$ cat src/rtl/spu_pkg.sv
`timescale 1ns/1ps
package spu_pkg;
  typedef enum logic [2:0] {
    OP_NONE = 3'd0,
    OP_PUSH = 3'd1,
    OP_POP  = 3'd2,
    OP_CALL = 3'd3,
    OP_IRQ  = 3'd4,
    OP_RET  = 3'd5,
    OP_RETI = 3'd6,
    OP_RSV  = 3'd7
  } spu_op_e;

  function automatic logic op_is_push(spu_op_e op);
    return (op == OP_PUSH) || (op == OP_CALL) || (op == OP_IRQ);
  endfunction

  function automatic logic op_is_pop(spu_op_e op);
    return (op == OP_POP) || (op == OP_RET) || (op == OP_RETI);
  endfunction

  function automatic logic op_is_return(spu_op_e op);
    return (op == OP_RET) || (op == OP_RETI);
  endfunction
endpackage

$ cat src/rtl/spu_guard.sv
`timescale 1ns/1ps
module spu_guard #(
  parameter int unsigned     DW         = 16,
  parameter logic [DW-1:0]   TOP_ADDR   = 16'h0280,
  parameter logic [DW-1:0]   FLOOR_ADDR = 16'h0260
) (
  input  logic [DW-1:0] sp_i,
  output logic          below_floor_o,
  output logic          empty_o
);
  localparam logic [DW:0]   FLOOR_TRIP = {1'b0, FLOOR_ADDR} + (DW+1)'(2);
  localparam logic [DW-1:0] TOP_EVEN   = {TOP_ADDR[DW-1:1], 1'b0};

  // Compare one bit wider so that a pointer near zero cannot wrap.
  always_comb begin
    below_floor_o = ({1'b0, sp_i} < FLOOR_TRIP);
    empty_o       = (sp_i >= TOP_EVEN);
  end
endmodule

$ cat src/rtl/spu_ptr_reg.sv
`timescale 1ns/1ps
module spu_ptr_reg #(
  parameter int unsigned   DW       = 16,
  parameter logic [DW-1:0] TOP_ADDR = 16'h0280
) (
  input  logic          clk,
  input  logic          rst_n,
  input  logic          load_en_i,
  input  logic [DW-1:0] load_val_i,
  input  logic          dec_i,
  input  logic          inc_i,
  output logic [DW-1:0] sp_o
);
  localparam int unsigned WW = DW - 1;

  logic [WW-1:0] word_q, word_d;
  logic          word_en;

  // Only the word index is stored; bit 0 is a constant zero.
  always_comb begin
    word_en = load_en_i | dec_i | inc_i;
    word_d  = word_q;
    if (load_en_i)  word_d = load_val_i[DW-1:1];
    else if (dec_i) word_d = word_q - WW'(1);
    else if (inc_i) word_d = word_q + WW'(1);
  end

  always_ff @(posedge clk or negedge rst_n) begin
    if (!rst_n)       word_q <= TOP_ADDR[DW-1:1];
    else if (word_en) word_q <= word_d;
  end

  assign sp_o = {word_q, 1'b0};

  a_r1_load_even: assert property (@(posedge clk) disable iff (!rst_n)
    load_en_i |=> sp_o == {$past(load_val_i[DW-1:1]), 1'b0});
  a_r2_push_down: assert property (@(posedge clk) disable iff (!rst_n)
    (dec_i && !load_en_i) |=> sp_o == $past(sp_o) - DW'(2));
  a_r3_pop_up: assert property (@(posedge clk) disable iff (!rst_n)
    (inc_i && !dec_i && !load_en_i) |=> sp_o == $past(sp_o) + DW'(2));
endmodule

$ cat src/rtl/spu_resp.sv
`timescale 1ns/1ps
module spu_resp (
  input  logic clk,
  input  logic rst_n,
  input  logic pop_go_i,
  input  logic ret_go_i,
  input  logic ovf_ev_i,
  input  logic unf_ev_i,
  output logic pop_valid_o,
  output logic pc_load_o,
  output logic overflow_o,
  output logic underflow_o
);
  logic [3:0] ev_q, ev_d;

  always_comb ev_d = {unf_ev_i, ovf_ev_i, ret_go_i, pop_go_i};

  always_ff @(posedge clk or negedge rst_n) begin
    if (!rst_n) ev_q <= '0;
    else        ev_q <= ev_d;
  end

  assign pop_valid_o = ev_q[0];
  assign pc_load_o   = ev_q[1];
  assign overflow_o  = ev_q[2];
  assign underflow_o = ev_q[3];

  a_r5_pc_with_data: assert property (@(posedge clk) disable iff (!rst_n)
    pc_load_o |-> pop_valid_o);
  a_r6_no_data_on_underflow: assert property (@(posedge clk) disable iff (!rst_n)
    underflow_o |-> !pop_valid_o && !pc_load_o);
endmodule

$ cat src/rtl/stack_ptr_unit.sv
`timescale 1ns/1ps
module stack_ptr_unit
  import spu_pkg::*;
#(
  parameter int unsigned   DW         = 16,
  parameter logic [DW-1:0] TOP_ADDR   = 16'h0280,
  parameter logic [DW-1:0] FLOOR_ADDR = 16'h0260
) (
  input  logic          clk,
  input  logic          rst_n,
  input  logic [2:0]    cmd_op,
  input  logic [DW-1:0] push_data,
  input  logic [DW-1:0] pc_in,
  input  logic          sp_ld_en,
  input  logic [DW-1:0] sp_ld_val,
  output logic [DW-1:0] mem_addr,
  output logic          mem_we,
  output logic          mem_re,
  output logic [DW-1:0] mem_wdata,
  input  logic [DW-1:0] mem_rdata,
  output logic          pop_valid,
  output logic [DW-1:0] pop_word,
  output logic          pc_load,
  output logic [DW-1:0] sp_o,
  output logic          overflow,
  output logic          underflow
);
  // Reset: asserted asynchronously, released on the clock.
  logic [1:0] rst_sync_q;
  logic       rst_int_n;
  always_ff @(posedge clk or negedge rst_n) begin
    if (!rst_n) rst_sync_q <= 2'b00;
    else        rst_sync_q <= {rst_sync_q[0], 1'b1};
  end
  assign rst_int_n = rst_sync_q[1];

  spu_op_e op;
  logic    push_req, pop_req, ret_req;
  logic    below_floor, empty;
  logic    pop_go, ret_go, ovf_ev, unf_ev;

  always_comb begin
    op       = spu_op_e'(cmd_op);
    push_req = !sp_ld_en && op_is_push(op);
    pop_req  = !sp_ld_en && op_is_pop(op);
    ret_req  = !sp_ld_en && op_is_return(op);
    pop_go   = pop_req && !empty;
    ret_go   = ret_req && !empty;
    unf_ev   = pop_req && empty;
    ovf_ev   = push_req && below_floor;
  end

  spu_guard #(.DW(DW), .TOP_ADDR(TOP_ADDR), .FLOOR_ADDR(FLOOR_ADDR)) guard_i (
    .sp_i(sp_o), .below_floor_o(below_floor), .empty_o(empty));

  spu_ptr_reg #(.DW(DW), .TOP_ADDR(TOP_ADDR)) ptr_i (
    .clk(clk), .rst_n(rst_int_n), .load_en_i(sp_ld_en), .load_val_i(sp_ld_val),
    .dec_i(push_req), .inc_i(pop_go), .sp_o(sp_o));

  spu_resp resp_i (
    .clk(clk), .rst_n(rst_int_n), .pop_go_i(pop_go), .ret_go_i(ret_go),
    .ovf_ev_i(ovf_ev), .unf_ev_i(unf_ev), .pop_valid_o(pop_valid),
    .pc_load_o(pc_load), .overflow_o(overflow), .underflow_o(underflow));

  // Memory side: pre-decrement address for writes, current pointer for reads.
  always_comb begin
    mem_we    = push_req;
    mem_re    = pop_go;
    mem_addr  = push_req ? (sp_o - DW'(2)) : sp_o;
    mem_wdata = (op == OP_PUSH) ? push_data : pc_in;
  end

  assign pop_word = mem_rdata;

  a_r9_load_blocks_mem: assert property (@(posedge clk) disable iff (!rst_int_n)
    sp_ld_en |-> !mem_we && !mem_re);
  a_r3_read_then_valid: assert property (@(posedge clk) disable iff (!rst_int_n)
    mem_re |=> pop_valid);
  a_r7_overflow_writes: assert property (@(posedge clk) disable iff (!rst_int_n)
    overflow |-> $past(mem_we));
  a_r6_underflow_holds: assert property (@(posedge clk) disable iff (!rst_int_n)
    (op_is_pop(spu_op_e'(cmd_op)) && !sp_ld_en && sp_o == {TOP_ADDR[DW-1:1], 1'b0})
      |=> underflow && $stable(sp_o));
  a_r1_even_addr: assert property (@(posedge clk) disable iff (!rst_int_n)
    (mem_we || mem_re) |-> mem_addr[0] == 1'b0);
endmodule

$ cat config.mk
export PLATFORM = sky130hd
export DESIGN_NAME = stack_ptr_unit
export DESIGN_NICKNAME = d
export VERILOG_FILES = /design/src/rtl/spu_pkg.sv /design/src/rtl/spu_guard.sv /design/src/rtl/spu_ptr_reg.sv /design/src/rtl/spu_resp.sv /design/src/rtl/stack_ptr_unit.sv
export SDC_FILE = /design/constraint.sdc
export NUM_CORES = 1
export LEC_CHECK = 0
export BUFFER_PORTS_ARGS = -buffer_cell sky130_fd_sc_hd__buf_2
export CELL_PAD_IN_SITES_DETAIL_PLACEMENT = 0
export CELL_PAD_IN_SITES_GLOBAL_PLACEMENT = 1
export CORE_ASPECT_RATIO = 1.5
export CORE_MARGIN = 5
export CORE_UTILIZATION = 31
export CTS_BUF_LIST = sky130_fd_sc_hd__clkbuf_8
export CTS_CLUSTER_DIAMETER = 40
export DETAILED_ROUTE_END_ITERATION = 7
export PLACE_DENSITY_LB_ADDON = 0.1
export SYNTH_ARGS = -nofsm -noshare
export SYNTH_HDL_FRONTEND = slang
export SYNTH_SLANG_ARGS = --single-unit
$ cat constraint.sdc
create_clock -name clk -period 4.6 [get_ports clk]
set_input_delay 0 -clock clk [delete_from_list [all_inputs] [get_ports clk]]
set_output_delay 0 -clock clk [all_outputs]
set_load 0.05 [all_outputs]
== Yosys cells after proc, flatten, opt, wreduce, memory -nomap -nowiden ==
Cells that the tools add are included.
Operators by class
  add/subtract/negate cells: 3
  $lt $le $gt $ge: 2
  equal/unequal tests: 6
  multiplexer cells: 5
  bitwise logic cells: 2
  reductions and logical operators: 16
Operators with widths (number)
  $mux 15: 3
  $mux 16: 2
  $ge 16x10->1 const B: 1
  $lt 16x10->1 const B: 1
  $sub 16x2->16 const B: 1
  $add 15x1->15 const B: 1
  $sub 15x1->15 const B: 1
  $eq 3x3->1 const B: 3
  $logic_and 1x1->1: 7
  $eq 3x2->1 const B: 2
  $logic_or 1x1->1: 5
  $eq 3x1->1 const B: 1
  $reduce_bool 3->1: 1
  $logic_not 1->1: 2
  $or 1x1->1: 2
  $reduce_and 2->1: 1
Word-level totals
  bits in registers: 21
  output and inout port bits: 70
  word-level logic and storage cells: 37

== Longest topological paths before layout ==
  depth in word-level cells: 8
  gate-level depth with buffers: 8
  gate-level depth less buffers: 7

== By module ==
A second synthesis with hierarchy kept.
Unflattened totals
  cells, all modules: 256
  area total of the unflattened synthesis: 2269.7 sq um
By module, submodules not included
  spu_ptr_reg: times used 1, cells each 154, area an instance 1377.6 sq um, sequential area each 377.9 sq um
  stack_ptr_unit: times used 1, cells each 89, area an instance 743.2 sq um, sequential area each 50.0 sq um
  spu_resp: times used 1, cells each 4, area an instance 100.1 sq um, sequential area each 100.1 sq um
  spu_guard: times used 1, cells each 9, area an instance 48.8 sq um, sequential area each 0.0 sq um

== Least setup slack after synthesis ==
Ideal clock, no wire load.
  path kind: register to output
  from: register ptr_i.word_q[3]
  to: output mem_addr[14]
  arrival time: 2.558 ns
  path slack: 2.042 ns
  cell stages (with the launch flop): 7
  path buffers: 1
  cell sequence: dfrtp_1 -> buf_2 -> nor3_1 -> nand3_1 -> or3_1 -> nor2_1 -> xor2_1
On the way
  word-level cells in the longest chain between the ends: 2
Ends and longest elaborated chain
  start: declaration: line spu_ptr_reg.sv:16  | logic [WW-1:0] word_q, word_d;
  start signal: assignment: line spu_ptr_reg.sv:29  | if (!rst_n) word_q <= TOP_ADDR[DW-1:1];
  start signal: assignment: line spu_ptr_reg.sv:30  | else if (word_en) word_q <= word_d;
  $sub 16x2->16: line stack_ptr_unit.sv:69  | mem_addr = push_req ? (sp_o - DW'(2)) : sp_o;
  $mux 16: line stack_ptr_unit.sv:69
  end: declaration: line stack_ptr_unit.sv:16  | output logic [DW-1:0] mem_addr,
No other way between the ends.

== Final worst setup path ==
  from: register ptr_i.word_q[2]
  to: output mem_addr[14]
The elaborated chain is that of the path after synthesis.

==> impl_metrics.ini <==
[synth]
synthesis.yosys.warnings = 0
combinational_family_with_the_most_area_after_synthesis = simple AND/OR/NAND/NOR gates
synth_area_per_cell_sq_um = 8.79
asyncSetResetFlopFracSynth_pct = 100
synthesis.area_sq_um = 1990
ys_ff_latch = 21
synth_enable_flop_cells = 0
synth_compound_area_share_pct = 10.1
netlist-cell-type-count = 47
post_synth_mux_area_share_pct = 13.0
seq_area_frac_synth_pct = 26.6
postSynthCellCount = 226
synth_flop_cell = sky130_fd_sc_hd__dfrtp_1
post_synth_fa_ha_maj_area_fraction_pct = 1.26
synth_xor_area_share_pct = 12.8
yosys.area_share.simple_pct = 24.1

[sta]
fmax_mhz = 413
maxSlewViolCount = 0
fin_tns_setup_ps = 0
final-hold-violation-count = 0
rsz0062_at_grt = no
setup_viol = 0
post_route_minimum_period_ps = 2420
slew_headroom_pct = 20.6
worst_pin_slew_ps = 1190
timing.final.crit_share_pct = 52.6
finClkSkew_ps = 7.39

[power_and_ir_drop]
seq_power_share_pct = 34.5
cellLeakagePower_nw = 1.19
switchingPower_w = 0.000357
power.ir.vdd_worst_v = 0.000102
clockPowerShare_pct = 17.3
internal_power_w = 0.000370
sw_frac_of_total_pct = 49.1
power.combinational.fraction_pct = 48.2
cellPowerDensity_nw_per_um2 = 281

[clock_tree]
clk_transition_reported_paths_ps = 90
cts_sinks = 21
cts_resized = 0
clock_path_buffers = 2
clock_tree.root_cell = sky130_fd_sc_hd__clkbuf_8
ctsHtreeMaxLevel = 1
worstSkewPairLatency_ps = 270
numCtsBuffers = 3
cts_tree = done

[detailed_routing]
route.detailed.wl_per_inst_microns = 15.8
remaining_drc_errors = 0
dr.pass1.iters = 4
first_iter_violations = 87
postRouteAntennaNets = 0
routed_wirelength_mm = 6.17
vias_per_cell = 4.98
vias = 1947

[run]
max_cap_violations = 0

[setup_path]
largest_driver_fanout_on_the_critical_path = 12
worst_ep_required_time_ps = 4600
critical_path_arrival_ps = 2420
startpoint_type = flop
endpoint_kind = output port
worstSetupPathType = flop to output port

[global_route]
overflow = 0
grt_pass1_vias = 2055
grt.total_usage_pct = 15.7
grt_pass1_wl_mm = 10.0
maximum_number_of_pins_on_one_net_before_global_route_repair = 24
antenna_violations_before_repair = 0

[layout]
nNetsFinal = 390
multi_input_area_sq_um = 1230
register_area_sq_um = 528
synthesis_to_layout_area_growth_pct = 30.0
num_antenna_cells = 0
final.fill_count = 650
final_layout_size_suffix_gt1_share_pct = 44.8
fin_cells = 391

[floorplanning]
initial_util_pct = 32.2
ios = 140
rows = 35
floorplan.die.width_microns = 75.4
design.core.area_sq_um = 6170
die_area_sq_um = 8140
die_h_microns = 108

[outcome]
status = finished, final reports clean

[placed_design]
placement.io_buffers = 104
finalWeightedCongestion = 0.794
dp.cells = 372
dp_hpwl_mm = 4.82

[min_path]
timing.hold.worst.class = input pin to output port
## Yosys cell counts (all sizes together) (2+ instances only)
cell type / count / area, sq um
a21oi: 4 / 20.0
dfrtp: 19 / 475
o21ai: 21 / 109
o31ai: 2 / 15.0
and3: 3 / 18.8
nand2: 16 / 60.1
inv: 5 / 18.8
dfstp: 2 / 52.6
nand3: 5 / 25.0
nor3b: 3 / 22.5
ha: 2 / 25.0
mux2: 22 / 248
nor4: 9 / 105
nor3: 7 / 40.0
nor2: 15 / 56.3
xnor2: 12 / 105
buf: 27 / 193
nor2b: 3 / 18.8
clkbuf: 6 / 22.5
and4: 3 / 26.3
xor2: 17 / 149
nand4: 3 / 18.8
or3: 3 / 18.8
conb: 2 / 7.51
## cells by family (layout without fill, tap and decap cells)
group                    count (synthesis)  after routing
AND/OR/NAND/NOR                         78             78
AO/OA/AOI/OAI                           33             33
XOR/XNOR                                29             29
multiplexers                            23             23
adder cells (fa/ha/maj)                  2              2
flip-flops                              21             21
other                                    2              3
buffers and inverters                   38            128
## final timing paths
kind | from | to | slack, ps | depth (start not counted)
max in group asynchronous | rst_sync_q[1]$_DFF_PN0_ | ptr_i.word_q[5]$_DFFE_PN0P_ | 3780 | 0
worst max register to register | ptr_i.word_q[0]$_DFFE_PN0P_ | ptr_i.word_q[8]$_DFFE_PN1P_ | 2430 | 7
worst max-delay path | ptr_i.word_q[2]$_DFFE_PN0P_ | mem_addr[14] | 2180 | 6
min in group asynchronous | rst_n | rst_sync_q[0]$_DFF_PN0_ | 40 | 2
worst min-delay path | mem_rdata[14] | pop_word[14] | 0.02 | 0
worst min register to register | rst_sync_q[1]$_DFF_PN0_ | ptr_i.word_q[13]$_DFFE_PN0P_ | 330 | 0
## layout make-up
class | count | share of cell area [%]
multi-input cells | 168 | 47.6
repair buffers | 119 | 26.0
flip-flops and latches | 21 | 20.4
well taps | 74 | 3.58
clock buffers | 3 | 1.60
inverters | 5 | 0.726
clock inverters | 1 | 0.145
## worst max-delay path, cell delays in order, from the launching register on
cell                      delay [ps]
sky130_fd_sc_hd__dfrtp_1         540
sky130_fd_sc_hd__nor3_1          320
sky130_fd_sc_hd__nand3_1         250
sky130_fd_sc_hd__or3_1           460
sky130_fd_sc_hd__nor2_1          140
sky130_fd_sc_hd__xor2_1          160
sky130_fd_sc_hd__buf_2           280
## power groups by stage
stage	combinational, W	sequential [W]	clock (W)
floorplan	0.000267	0.000282	0
global placement	0.000344	0.000255	0
detailed placement	0.000344	0.000255	0
CTS	0.000355	0.000252	0.000133
global route	0.000375	0.000258	0.000138
finish	0.000351	0.000251	0.000125
## sequential cells by signal, indices dropped and copies added, names as in the netlist
register	count
rst_sync_q	2
resp_i.ev_q	4
ptr_i.word_q	15
## stage by stage
step                power, W  area [sq um]  setup WS, ps  hold WS (ps)  util [%]
detailed placement  0.000599          2390          2440          -212      38.7
finish              0.000727          2580          2180        0.0193      41.8
global placement    0.000598          2390          2410          -213      38.7
CTS                 0.000739          2580          2150         0.341      41.8
global route        0.000771          2580          2040        0.0718      41.8
floorplan           0.000549          1990          2040          -296         -
## per-layer routing
metal,up-vias,part of all wire [%],GRT usage (%)
met5,-,0,0
met4,0,0.97,5.25
met3,4,8.8,3.07
met2,92,52,27.8
met1,898,38,18.4
li1,953,-,-
## cell usage in the layout (no fill, tap or decap), types with 2 or more instances in the layout
| cell | n |
|---|---|
| sky130_fd_sc_hd__buf_2 | 104 |
| sky130_fd_sc_hd__mux2_2 | 22 |
| sky130_fd_sc_hd__dfrtp_1 | 19 |
| sky130_fd_sc_hd__xor2_1 | 17 |
| sky130_fd_sc_hd__nand2_1 | 16 |
| sky130_fd_sc_hd__nor2_1 | 15 |
| sky130_fd_sc_hd__dlygate4sd3_1 | 15 |
| sky130_fd_sc_hd__o21ai_0 | 13 |
| sky130_fd_sc_hd__xnor2_1 | 12 |
| sky130_fd_sc_hd__o21ai_1 | 7 |
| sky130_fd_sc_hd__nor3_1 | 6 |
| sky130_fd_sc_hd__inv_1 | 5 |
| sky130_fd_sc_hd__nand3_1 | 5 |
| sky130_fd_sc_hd__nor4_1 | 4 |
| sky130_fd_sc_hd__a21oi_1 | 4 |
| sky130_fd_sc_hd__or3_1 | 3 |
| sky130_fd_sc_hd__nor4_2 | 3 |
| sky130_fd_sc_hd__and3_1 | 3 |
| sky130_fd_sc_hd__nor2b_1 | 3 |
| sky130_fd_sc_hd__and4_1 | 3 |
| sky130_fd_sc_hd__nand4_1 | 3 |
| sky130_fd_sc_hd__nor3b_1 | 3 |
| sky130_fd_sc_hd__conb_1 | 3 |
| sky130_fd_sc_hd__clkbuf_8 | 3 |
| sky130_fd_sc_hd__nor4_4 | 2 |
| sky130_fd_sc_hd__o31ai_1 | 2 |
| sky130_fd_sc_hd__ha_1 | 2 |
| sky130_fd_sc_hd__dfstp_2 | 2 |
## repair_timing
item	in CTS	in global routing
hold buffers	15	0
setup buffers	0	0
endpoints found under the hold margin	16	0
No activity file was read; power rests on OpenSTA's default activity.
